File: src/rtl/pllc_pkg.sv
package pllc_pkg;
  localparam int ADDR_W = 2;
  localparam int NFLAG = 2;
  localparam int FLAG_LOCK = 0;
  localparam int FLAG_OSC = 1;

  typedef enum logic [ADDR_W-1:0] {
    REG_PDIV = 2'd0,
    REG_CTRL = 2'd1,
    REG_FLAG = 2'd2,
    REG_IEN  = 2'd3
  } reg_addr_e;
endpackage

File: src/rtl/pllc_regs.sv
module pllc_regs
  import pllc_pkg::*;
#(
  parameter int PDIV_W = 5,
  parameter int DW = 8,
  parameter int PDIV_RST = 3
) (
  input  logic              clk,
  input  logic              rst_n,
  input  logic              wr_en,
  input  logic [ADDR_W-1:0] wr_addr,
  input  logic [DW-1:0]     wr_data,
  output logic [PDIV_W-1:0] pdiv_q,
  output logic              osc_en_q,
  output logic              ext_sel_q,
  output logic [NFLAG-1:0]  ien_q,
  output logic [NFLAG-1:0]  clr
);
  reg_addr_e addr;
  logic      unused_hi;

  assign addr = reg_addr_e'(wr_addr);
  assign unused_hi = ^wr_data[DW-1:PDIV_W];
  assign clr = (wr_en && addr == REG_FLAG) ? wr_data[NFLAG-1:0] : '0;

  always_ff @(posedge clk or negedge rst_n) begin
    if (!rst_n) begin
      pdiv_q    <= PDIV_W'(PDIV_RST);
      osc_en_q  <= 1'b0;
      ext_sel_q <= 1'b0;
      ien_q     <= '0;
    end else if (wr_en) begin
      case (addr)
        REG_PDIV: pdiv_q <= wr_data[PDIV_W-1:0];
        REG_CTRL: begin
          osc_en_q  <= wr_data[0];
          ext_sel_q <= wr_data[1];
        end
        REG_IEN:  ien_q <= wr_data[NFLAG-1:0];
        default:  ;
      endcase
    end
  end
endmodule

File: src/rtl/pllc_div.sv
module pllc_div #(
  parameter int PDIV_W = 5
) (
  input  logic              clk,
  input  logic              rst_n,
  input  logic              locked,
  input  logic [PDIV_W-1:0] pdiv,
  output logic              pll_ce,
  output logic              bus_ce
);
  localparam logic [PDIV_W-1:0] UNLOCK_LIM = PDIV_W'(3);

  logic [PDIV_W-1:0] cnt;
  logic [PDIV_W-1:0] lim_q;
  logic              phase;
  logic              wrap;

  assign wrap   = (cnt == lim_q);
  assign pll_ce = wrap;
  assign bus_ce = wrap & phase;

  always_ff @(posedge clk or negedge rst_n) begin
    if (!rst_n) begin
      cnt   <= '0;
      lim_q <= UNLOCK_LIM;
      phase <= 1'b0;
    end else if (wrap) begin
      cnt   <= '0;
      lim_q <= locked ? pdiv : UNLOCK_LIM;
      phase <= ~phase;
    end else begin
      cnt <= cnt + 1'b1;
    end
  end

  AST_UNLOCK_DIV4: assert property (@(posedge clk) disable iff (!rst_n)
    (wrap && !locked) |=> (lim_q == UNLOCK_LIM));
  AST_CNT_IN_RANGE: assert property (@(posedge clk) disable iff (!rst_n)
    (cnt <= lim_q));
  AST_BUS_NOT_BACK_TO_BACK: assert property (@(posedge clk) disable iff (!rst_n)
    bus_ce |=> !bus_ce);
endmodule

File: src/rtl/pllc_status.sv
module pllc_status
  import pllc_pkg::*;
(
  input  logic             clk,
  input  logic             rst_n,
  input  logic             lock_i,
  input  logic             osc_qual_i,
  input  logic             osc_en,
  input  logic             ext_sel,
  input  logic [NFLAG-1:0] clr,
  input  logic [NFLAG-1:0] ien,
  output logic             lock_q,
  output logic             osc_ok,
  output logic [NFLAG-1:0] flags,
  output logic             irq,
  output logic             ext_active,
  output logic             fallback
);
  logic             lock_d;
  logic             osc_d;
  logic [NFLAG-1:0] edge_det;

  assign edge_det[FLAG_LOCK] = lock_q ^ lock_d;
  assign edge_det[FLAG_OSC]  = osc_ok ^ osc_d;
  assign irq        = |(flags & ien);
  assign ext_active = ext_sel & osc_ok;
  assign fallback   = ext_sel & ~osc_ok;

  always_ff @(posedge clk or negedge rst_n) begin
    if (!rst_n) begin
      lock_q <= 1'b0;
      osc_ok <= 1'b0;
      lock_d <= 1'b0;
      osc_d  <= 1'b0;
      flags  <= '0;
    end else begin
      lock_q <= lock_i;
      osc_ok <= lock_i & osc_qual_i & osc_en;
      lock_d <= lock_q;
      osc_d  <= osc_ok;
      flags  <= (flags & ~clr) | edge_det;
    end
  end

  AST_OSC_NEEDS_LOCK: assert property (@(posedge clk) disable iff (!rst_n)
    !lock_i |=> !osc_ok);
  AST_FLAG_SETS_ON_EDGE: assert property (@(posedge clk) disable iff (!rst_n)
    (lock_q != lock_d) |=> flags[FLAG_LOCK]);
  AST_FLAG_W1C: assert property (@(posedge clk) disable iff (!rst_n)
    (clr[FLAG_OSC] && (osc_ok == osc_d)) |=> !flags[FLAG_OSC]);
  AST_MODE_EXCLUSIVE: assert property (@(posedge clk) disable iff (!rst_n)
    $onehot0({ext_active, fallback}));
endmodule

File: src/rtl/pllc_top.sv
module pllc_top
  import pllc_pkg::*;
#(
  parameter int PDIV_W = 5,
  parameter int DW = 8
) (
  input  logic              clk,
  input  logic              rst_n,
  input  logic              lock_i,
  input  logic              osc_qual_i,
  input  logic              wr_en,
  input  logic [1:0]        wr_addr,
  input  logic [DW-1:0]     wr_data,
  output logic              pll_ce_o,
  output logic              bus_ce_o,
  output logic              lock_o,
  output logic              osc_ok_o,
  output logic [1:0]        flags_o,
  output logic              irq_o,
  output logic              ext_active_o,
  output logic              fallback_o
);
  logic [PDIV_W-1:0] pdiv_q;
  logic              osc_en_q;
  logic              ext_sel_q;
  logic [NFLAG-1:0]  ien_q;
  logic [NFLAG-1:0]  clr;

  pllc_regs #(.PDIV_W(PDIV_W), .DW(DW)) u_regs (
    .clk(clk), .rst_n(rst_n), .wr_en(wr_en), .wr_addr(wr_addr),
    .wr_data(wr_data), .pdiv_q(pdiv_q), .osc_en_q(osc_en_q),
    .ext_sel_q(ext_sel_q), .ien_q(ien_q), .clr(clr)
  );

  pllc_status u_status (
    .clk(clk), .rst_n(rst_n), .lock_i(lock_i), .osc_qual_i(osc_qual_i),
    .osc_en(osc_en_q), .ext_sel(ext_sel_q), .clr(clr), .ien(ien_q),
    .lock_q(lock_o), .osc_ok(osc_ok_o), .flags(flags_o), .irq(irq_o),
    .ext_active(ext_active_o), .fallback(fallback_o)
  );

  pllc_div #(.PDIV_W(PDIV_W)) u_div (
    .clk(clk), .rst_n(rst_n), .locked(lock_o), .pdiv(pdiv_q),
    .pll_ce(pll_ce_o), .bus_ce(bus_ce_o)
  );
endmodule

File: config.mk
export PLATFORM = sky130hd
export DESIGN_NAME = pllc_top
export DESIGN_NICKNAME = d
export VERILOG_FILES = /design/src/rtl/pllc_pkg.sv /design/src/rtl/pllc_regs.sv /design/src/rtl/pllc_div.sv /design/src/rtl/pllc_status.sv /design/src/rtl/pllc_top.sv
export SDC_FILE = /design/constraint.sdc
export NUM_CORES = 1
export LEC_CHECK = 0
export BUFFER_PORTS_ARGS = -buffer_cell sky130_fd_sc_hd__buf_2
export CAP_MARGIN = 25
export CORE_UTILIZATION = 50
export CTS_BUF_LIST = sky130_fd_sc_hd__clkbuf_8
export CTS_CLUSTER_SIZE = 28
export DETAILED_ROUTE_END_ITERATION = 8
export HOLD_SLACK_MARGIN = 0.06
export PLACE_DENSITY = 0.74
export RECOVER_POWER = 50
export SLEW_MARGIN = 10
export SYNTH_ARGS = -nofsm -noshare
export SYNTH_HDL_FRONTEND = slang
export SYNTH_HIERARCHICAL = 1
export SYNTH_SLANG_ARGS = --single-unit
File: constraint.sdc
create_clock -name clk -period 2 [get_ports clk]
set_input_delay 0.1 -clock clk [delete_from_list [all_inputs] [get_ports clk]]
set_output_delay 0.1 -clock clk [all_outputs]
set_load 0.005 [all_outputs]
-- Word-level counts from Yosys, hierarchy flattened
Cells that the tools add are included.
- register bits: 26
- bits of input ports: 15
- output and inout port bits: 9
- logic and storage cells: 39
- add/sub/neg operators: 1
- equal/unequal tests: 4
- mux-type cells: 3
- bitwise logic cells: 13
- reductions and logical operators: 6
- operators with widths (operator ; number):
    two-way mux 5 bit ; 2
    AND reduction 2 bit ; 3
    adder 5 x 1 -> 5 bit, second input constant ; 1
    AND 1 bit ; 5
    == test 5 bit ; 1
    AND 2 bit ; 2
    == test 2 bit, second input constant ; 2
    == test 2 x 1 -> 1 bit, second input constant ; 1
    zero test 2 bit ; 1
    two-way mux 2 bit ; 1
    inverter 1 bit ; 2
    inverter 2 bit ; 1
    OR 2 bit ; 1
    OR reduction 2 bit ; 1
    bitwise XOR 1 bit ; 2
    logical AND 1 bit ; 1

-- Logic depth before layout (Yosys ltp)
Gate-level depths: netlist of the first run.
- depth in word-level cells: 6
- depth in mapped cells: 4
- gate-level depth less buffers: 4

-- Hierarchy
Netlist of the first run, hierarchy kept.
- by module, submodules not included (module ; instances ; cells an instance ; area an instance (um^2) ; sequential area each (um^2)):
    pllc_div ; 1 ; 45 ; 569.3 ; 277.8
    pllc_regs ; 1 ; 24 ; 379.1 ; 227.7
    pllc_status ; 1 ; 16 ; 216.5 ; 150.1

-- Least setup slack after synthesis of the first run
OpenSTA, ideal clock, no wires.
- kind: register to register
- start: register u_div.lim_q[0]
- end: register u_div.lim_q[0]
- setup time: 0.082 ns
- arrival time: 1.390 ns
- data required time: 1.918 ns
- slack: 0.528 ns
- cell stages (with the launch flop): 5
- path buffers: 0
- clock period less this slack: 1.472 ns
- cells stage by stage: dfstp_2 xnor2_1 nand4_4 nor2_8 mux2_4
- word-level cells in the longest chain between the ends: 1
- RTL lines (what ; line ; text):
    start: declaration ; pllc_div.sv:14 ; logic [PDIV_W-1:0] lim_q;
    start signal: assignment ; pllc_div.sv:29 ; lim_q <= locked ? pdiv : UNLOCK_LIM;
    == test 5 bit ; pllc_div.sv:18 ; assign wrap = (cnt == lim_q);
    via pll_ce_o ; pllc_top.sv:14 ; output logic pll_ce_o,
The timed path passes the listed nets, and every way through them passes these cells.
A chain may end at the register's enable or synchronous reset.

-- Worst setup path in the final report of the first run
- start: register u_div.lim_q[1]
- end: output port bus_ce_o
- word-level cells in the longest chain between the ends: 2
- RTL lines (what ; line ; text):
    == test 5 bit ; pllc_div.sv:18 ;
    AND 1 bit ; pllc_div.sv:20 ; assign bus_ce = wrap & phase;
    end: declaration ; pllc_top.sv:15 ; output logic bus_ce_o,
No other way between the ends.

==> run summary, run 1 <==
The run finished with clean final reports. In the finished design, the share of the clock period the worst path needs comes to 91.4%. The logs give 0 ns for the setup TNS and 0.00665 ns for the worst clock skew. Timing analysis after detailed placement gives a worst setup slack of 0.435 ns. The number of levels in the clock H-tree was 1; the number of standard-cell rows in the floorplan was 17. In this run the tightest slew margin relative to its limit is 11.0%. After clock tree synthesis, the clock-pin slew on the worst setup and hold paths is 0.09 ns. The logs give 85 for the post-synthesis instance total and 142 for the filler-free cell count of the finished design. The number of enable flip-flop cells after synthesis works out to 0. After global routing the overflow that remains totals 0. Class of the tightest hold or removal check: input pin to flop. The insertion delay to the later sink of the worst-skew pair was 0.27 ns; the number of register bits inferred by synthesis was 26. In this run the remaining antenna-violating nets after routing total 0.

The worst setup path is launched from a flop. Entering global routing, the biggest net connects 27 pins. For this configuration, the core starts out at a cell density of 52.7%. From synthesis to final layout, the design area changed by 19.4%. Power spread over the standard cell area amounts to 1310 nW/um2. The clock period could shrink to 1.83 ns. Count of fill cells added during filler insertion: 183.

The global-route wire length before repair was 3370 um; the worst ir drop on vdd was 0.000635 V. The number of different library cells used by synthesis comes to 29. In this run the vertical extent of the chip is 50.3 um. The floorplan step set the die width to 50.3 um. By count the netlist is led by 22 x dfrtp_1, 9 x mux2_2, 5 x xnor2_1. Detailed placement finished with a half-perimeter wire length of 1340 um.

Measured on the finished design, the core utilization comes to 62.9%. Largest area contributor in the synthesized netlist: dfrtp_1. The first detailed-routing pass took 6 iterations. STA classifies the critical path endpoint as an output pin.

0 antenna diodes ended up in the layout. The critical path goes through xnor2_1 -> nand4_4 -> nor2_8 -> and2_1 -> buf_2. In this run the tool buffered the top-level ports with 20 buffer cells. Setup violations remaining at the end of the flow were counted as 0. The number of resized instances in the post-cts repair step came out at 0. For this block, the via count after detailed routing is 729.

Broken down by cell family, the worst path's largest delay share belongs to simple AND/OR/NAND/NOR gates. The Yosys step of the flow raised 6 warnings. After detailed placement, the design holds a cell count of 133.

For this block, the routed nets add up to 1930 um of wire. The clock buffer count from CTS was 3. When the netlist entered floorplanning its net count stood at 101.

Of the post-synthesis cell area, the dominant cell type holds 47.3%. For the number of buffers on the longest clock path, the log shows 2. In the routed design, unresolved DRC markers number 0. The tools report the via count of the first global-routing pass as 727.

The net count of the finished layout is 131. The cell area after synthesis came out at 1160 um2. Routability-driven placement finished with a final weighted congestion of 0.791. Setup repair after global routing left no endpoint under its margin. Buffers inserted to repair hold after CTS numbered 5. For the number of antenna violations at the first check in global routing, the log shows 0. Of the cells placed in the final design, the portion with a size suffix greater than 1 is 38.6%.

The average cell area after synthesis was 13.7 um2; the starting DRC count in detailed routing was 6. The tree built by TritonCTS fans out to 26 sinks. The dominant cell by count in the synthesized netlist is dfrtp_1. The tree is rooted in a clkbuf_8.

The slowest cell on the critical path is dfstp_2. In this design, the stage delay of the slowest critical-path cell is 0.55 ns. After layout, the design draws a total of 1.83 mW. The logs give 0 for the final number of hold-violating endpoints and 0.171 ns for the final critical-path setup slack. The max-slew violation total from the final report is 0, and the max capacitance violation total is 0. After detailed routing, the number of vias per cell comes to 5.13. The arrival time at the worst endpoint came out at 1.73 ns. The run gives 1.90 ns as the required time of the critical path. In the post-synthesis netlist, the biggest area contributors are dfrtp_1 47%, dfstp_2 9.0%, mux2_2 8.7%, xnor2_1 3.8%, xnor2_2 2.8%.

The tools report the core footprint as 2210 um2. The run gives 2530 um2 as the floorplan die area. The sum of buffers and inverters on the critical path is 1, and the routed length per placed instance is 13.6 um. The number of setup buffers added after CTS is 0. Across every metal layer, demand over resource in global routing totals 18.8%.

The share of the Yosys chip area taken by registers is 56.3%. Based on the critical path, the design can be clocked at up to 547 MHz. For this design the static power due to leakage is 0.628 nW. The proportion of synthesized flip-flops having asynchronous set or reset was 100%.

TritonCTS built the clock tree. Most used flip-flop cell after synthesis: dfrtp_1. For the total I/O pin count, the log shows 24.

The maximum fanout encountered on the critical timing path was 10. At the pin with the least slew margin, the transition time is 1.34 ns. The worst setup path category is flop to output pin.
routing by layer:
metal,global-route usage (%),wire [um]
met5,0,0
met4,11.4,45
met3,4.55,59
met2,29.3,914
met1,23.4,912
logic make-up (layout without fill, tap and decap cells):
group / after synthesis / after routing / share of synthesized area, %
AO/OA/AOI/OAI: 9 / 9 / 5.05
XOR/XNOR: 10 / 10 / 9.45
adder cells (fa/ha/maj): 1 / 1 / 1.07
buffers and inverters: 3 / 32 / 0.967
flip-flops: 26 / 26 / 56.3
multiplexers: 12 / 12 / 12.1
AND/OR/NAND/NOR: 24 / 24 / 15.0
report_power, final:
part           internal, mW  total (mW)  switching, mW
Combinational         0.323       0.633          0.309
Clock                 0.176       0.339          0.163
Sequential            0.703       0.854          0.151
Total                  1.20        1.83          0.623
registers in the layout, indices dropped and copies added, names as in the netlist:
signal,cells
u_div/cnt,5
u_regs/pdiv_q,5
u_status/lock_q,1
u_status/flags,2
u_status/osc_ok,1
u_regs/ext_sel_q,1
u_status/lock_d,1
u_regs/osc_en_q,1
u_div/lim_q,5
u_status/osc_d,1
u_regs/ien_q,2
u_div/phase,1
layout make-up:
| class | instances | area [um2] | area share, % |
|---|---|---|---|
| sequential | 26 | 656 | 47.1 |
| multi-input combinational | 56 | 487 | 35.0 |
| timing repair buffer | 25 | 148 | 10.6 |
| clock buffer | 4 | 55.1 | 3.96 |
| tap | 28 | 35.0 | 2.52 |
| inverter | 3 | 11.3 | 0.809 |
worst register-to-register path, delay by kind of cell (launching register included):
| kind | cells | cell delay, ns |
|---|---|---|
| and+or+nand+nor | 2 | 0.47 |
| xor gates and xnor gates | 1 | 0.18 |
| muxes | 1 | 0.32 |
| DFF | 1 | 0.55 |
path summary, 6_finish.rpt:
check / startpoint / to / slack (ns) / cells past startpoint
max in group asynchronous: rst_n / u_regs/pdiv_q[3]$_DFFE_PN0P_ / 0.57 / 2
min in group asynchronous: rst_n / u_regs/ien_q[0]$_DFFE_PN0P_ / 0.64 / 2
worst min register to register: u_div/phase$_DFFE_PN0N_ / u_div/phase$_DFFE_PN0N_ / 0.47 / 1
worst max-delay path: u_div/lim_q[1]$_DFFE_PN1N_ / bus_ce_o / 0.17 / 5
worst max register to register: u_div/lim_q[1]$_DFFE_PN1N_ / u_div/lim_q[0]$_DFFE_PN1N_ / 0.41 / 4
worst min-delay path: wr_data[4] / u_regs/pdiv_q[4]$_DFFE_PN0P_ / 0.07 / 2
per-stage QoR:
| stage | hold WS, ns | area, um2 |
|---|---|---|
| floorplan | -0.196 | 1160 |
| detailed placement | 0.126 | 1300 |
| CTS | 0.0634 | 1410 |
| finish | 0.0710 | 1390 |
| global placement | 0.125 | 1300 |
| global route | 0.0647 | 1390 |
layout by cell type (no fill, tap or decap), drive strengths merged, types with 2 or more instances in the layout:
cell type and instances:
clkbuf 6, nand3 3, o21ai 4, dfstp 4
nor2 5, dfrtp 22, o31ai 3, xor2 3
mux2 11, inv 3, xnor2 7, and2 2
nand2b 2, nor3b 3, nand2 4, dlygate4sd3 5
buf 18
(Power assumes the default switching activity.)
==> inputs of run 2 (changes only) <==
--- a/config.mk
+++ b/config.mk
@@ -7,13 +7,16 @@
 export LEC_CHECK = 0
 export BUFFER_PORTS_ARGS = -buffer_cell sky130_fd_sc_hd__buf_2
 export CAP_MARGIN = 25
-export CORE_UTILIZATION = 50
+export CELL_PAD_IN_SITES_DETAIL_PLACEMENT = 1
+export CELL_PAD_IN_SITES_GLOBAL_PLACEMENT = 1
+export CORE_UTILIZATION = 45
 export CTS_BUF_LIST = sky130_fd_sc_hd__clkbuf_8
 export CTS_CLUSTER_SIZE = 28
 export DETAILED_ROUTE_END_ITERATION = 8
 export HOLD_SLACK_MARGIN = 0.06
-export PLACE_DENSITY = 0.74
+export PLACE_DENSITY_LB_ADDON = 0.1
 export RECOVER_POWER = 50
+export SETUP_SLACK_MARGIN = 0.4
 export SLEW_MARGIN = 10
 export SYNTH_ARGS = -nofsm -noshare
 export SYNTH_HDL_FRONTEND = slang
==> run 2 against run 1 <==
  * Final cell count increased by 2.1%
  * Sequential cell count unchanged
  * Core utilization decreased by 5.5 points
  * Clock-buffer cell count unchanged
  * Clock skew decreased by 0.0018 ns
  * Design area increased by 1.3%
  * Die area increased by 11%
  * Critical path type unchanged
  * Critical endpoint unchanged
  * Largest cell class unchanged
  * Highest routed layer unchanged
==> run summary, run 2 (synthesis results as in run 1) <==
The final hold slack is 0.0636 ns (was 0.0710 ns), and the standby leakage power is 0.648 nW (was 0.628 nW). The core footprint came out at 2450 um2 (was 2210 um2). The tools report the post-route antenna net violation count as 0 (unchanged). The floorplan die area was 2800 um2 (was 2530 um2).

Buffer type at the clock tree root: clkbuf_8 (unchanged). The total length of routed wires was 2170 um (was 1930 um); the global route total overflow was 0 (unchanged). The endpoint kind of the worst setup timing path was an output pin (unchanged). The tools report the clock buffer count from CTS as 3 (unchanged). Count of fill cells added during filler insertion: 262 (was 183). The overall routing resource usage was 19.0% (was 18.8%). The die boundary width is 52.9 um (was 50.3 um). The logs give 1 (unchanged) for the number of levels in the clock H-tree and 0 ns (unchanged) for the setup TNS. The initial cell density of the core came out at 47.5% (was 52.7%).

The worst-case setup slack after placement was 0.417 ns (was 0.435 ns); the post-route minimum period was 1.59 ns (was 1.83 ns). The arrival time at the worst endpoint was 1.49 ns (was 1.73 ns). The area added between synthesis and finish works out to 20.9% (was 19.4%).

The number of antenna violations at the first check in global routing was 0 (unchanged); the total power per unit cell area was 1350 nW/um2 (was 1310 nW/um2). The tools report the worst ir drop on vdd as 0.000919 V (was 0.000635 V). The final-report setup violation count is 0 (unchanged). The run gives 0.412 ns (was 0.171 ns) as the final critical-path setup slack.

The insertion delay to the later sink of the worst-skew pair came out at 0.26 ns (was 0.27 ns). TritonCTS built the clock tree. The run finished with clean final reports. The logs give 0 (unchanged) for the max capacitance violation total and 132 (was 131) for the final-stage net count.

The total iterations of the first detailed-routing run was 4 (was 6). The tools report the sink count of the clock tree as 26 (unchanged). The max-slew violation total from the final report is 0 (unchanged), and the required time of the critical path is 1.90 ns (about the same). The routed length per placed instance works out to 15.0 um (was 13.6 um). The number of standard-cell rows in the floorplan was 18 (was 17). The final number of hold-violating endpoints is 0 (unchanged), and the routability congestion estimate from global placement is 0.765 (was 0.791). Total vias in the final route: 746 (was 729).

The number of buffers on the longest clock path is 2 (unchanged). The category of the worst setup path launch point was a flop (unchanged). The share of the clock period used by the worst path after layout works out to 79.4% (was 91.4%).

The multi-input gate area in the final layout is 502 um2 (was 487 um2). The run gives 3730 um (was 3370 um) as the global-route wire length before repair. The number of buffers inserted by port buffering is 20 (unchanged), and the area of all sequential standard cells is 656 um2 (unchanged).

Class of the tightest hold or removal check: input pin to flop (unchanged). Worst clock skew: 0.00490 ns (was 0.00665 ns). For the starting DRC count in detailed routing, the log shows 6 (unchanged).

Largest registers: u_div/cnt x5, u_div/lim_q x5, u_regs/pdiv_q x5 (unchanged). The maximum fanout encountered on the critical timing path came out at 4 (was 10). Commonest cells after routing, fill and taps aside: 22 x dfrtp_1, 18 x buf_2, 9 x mux2_2 (unchanged). The worst-margin pin slew is 1.37 ns (was 1.34 ns), and the tightest slew margin relative to the limit is 8.87% (was 11.0%). The tools report the pin count of the biggest net entering global routing as 27 (unchanged). The logs give 1620 um (was 1340 um) for the placed wire-length estimate and 820 (was 727) for the via count of the first global-routing pass.

For the count of inserted antenna diode cells, the log shows 0 (unchanged). The worst setup path category is flop to output pin (unchanged). Clock transition at the registers of the reported paths: 0.09 ns (about the same).

The die outline height came out at 52.9 um (was 50.3 um). The logs give 630 MHz (was 547 MHz) for the upper clock frequency limit and 24 (unchanged) for the total I/O pin count. Remaining routing DRC violations: 0 (unchanged). Setup repair after global routing could not meet its margin everywhere.

The fraction of layout cells with a size suffix above 1 works out to 43.5% (was 38.6%). The vias per cell was 5.14 (was 5.13). The most common cell after layout, fill and taps aside is dfrtp_1 (unchanged).
run 2: cell count changes in the layout (fill, tap and decap cells not counted), sizes merged:
cell / before / now
dlygate4sd3: 5 / 2
buf: 18 / 22
run 2: timing repair:
| item | in CTS | in global routing |
|---|---|---|
| buffers inserted | 4 | 0 |
| hold buffers | 2 | 0 |
| resized for setup | 2 | 0 |
| endpoints found under the setup margin | 2 | 1 |
| endpoints found under the hold margin | 23 | 0 |
| pin swaps | 2 | 1 |
run 2: routing by layer:
layer  vias up  routed length, um  track usage, %
li1        352                  -               -
met1       381                990            25.2
met2        11               1120            31.6
met3         2                 48            3.45
met4         0                 11            5.26
met5         -                  0               0
run 2: layout make-up:
class	instances	share of cell area (%)
clock buffers	4	3.91
inverters	3	0.799
multi-input cells	56	35.6
flip-flops and latches	26	46.5
well taps	30	2.66
repair buffers	26	10.5
run 2: final timing paths:
| kind | startpoint | end | slack [ns] | cells after the start |
|---|---|---|---|---|
| worst min register to register | u_status/osc_ok$_DFF_PN0_ | u_status/osc_d$_DFF_PN0_ | 0.46 | 0 |
| worst min-delay path | wr_data[4] | u_regs/pdiv_q[4]$_DFFE_PN0P_ | 0.06 | 2 |
| min in group asynchronous | rst_n | u_div/lim_q[3]$_DFFE_PN0N_ | 0.68 | 2 |
| worst max register to register | u_div/lim_q[1]$_DFFE_PN1N_ | u_div/lim_q[0]$_DFFE_PN1N_ | 0.48 | 5 |
| max in group asynchronous | rst_n | u_regs/pdiv_q[2]$_DFFE_PN0P_ | 0.53 | 2 |
| worst max-delay path | u_div/lim_q[1]$_DFFE_PN1N_ | bus_ce_o | 0.41 | 5 |
run 2: report_power, final:
| part | switching, mW | internal (mW) |
|---|---|---|
| Sequential | 0.161 | 0.704 |
| Clock | 0.156 | 0.176 |
| Combinational | 0.324 | 0.382 |
run 2: per-stage QoR:
step | std cells | power, mW | utilization (%) | instance area (um2)
finish | 145 | 1.90 | 57.4 | 1410
CTS | 145 | 1.93 | 58.0 | 1420
floorplan | 85 | 1.34 | - | 1160
global placement | 135 | 1.45 | 53.1 | 1300
global route | 145 | 2.03 | 57.4 | 1410
detailed placement | 135 | 1.50 | 53.1 | 1300
run 2: critical path, stage by stage, from the launching register on:
cell and delay, ns:
dfstp_2 0.57, xnor2_2 0.13, nand4_4 0.16, nor2_8 0.13, and2_1 0.13, buf_2 0.10
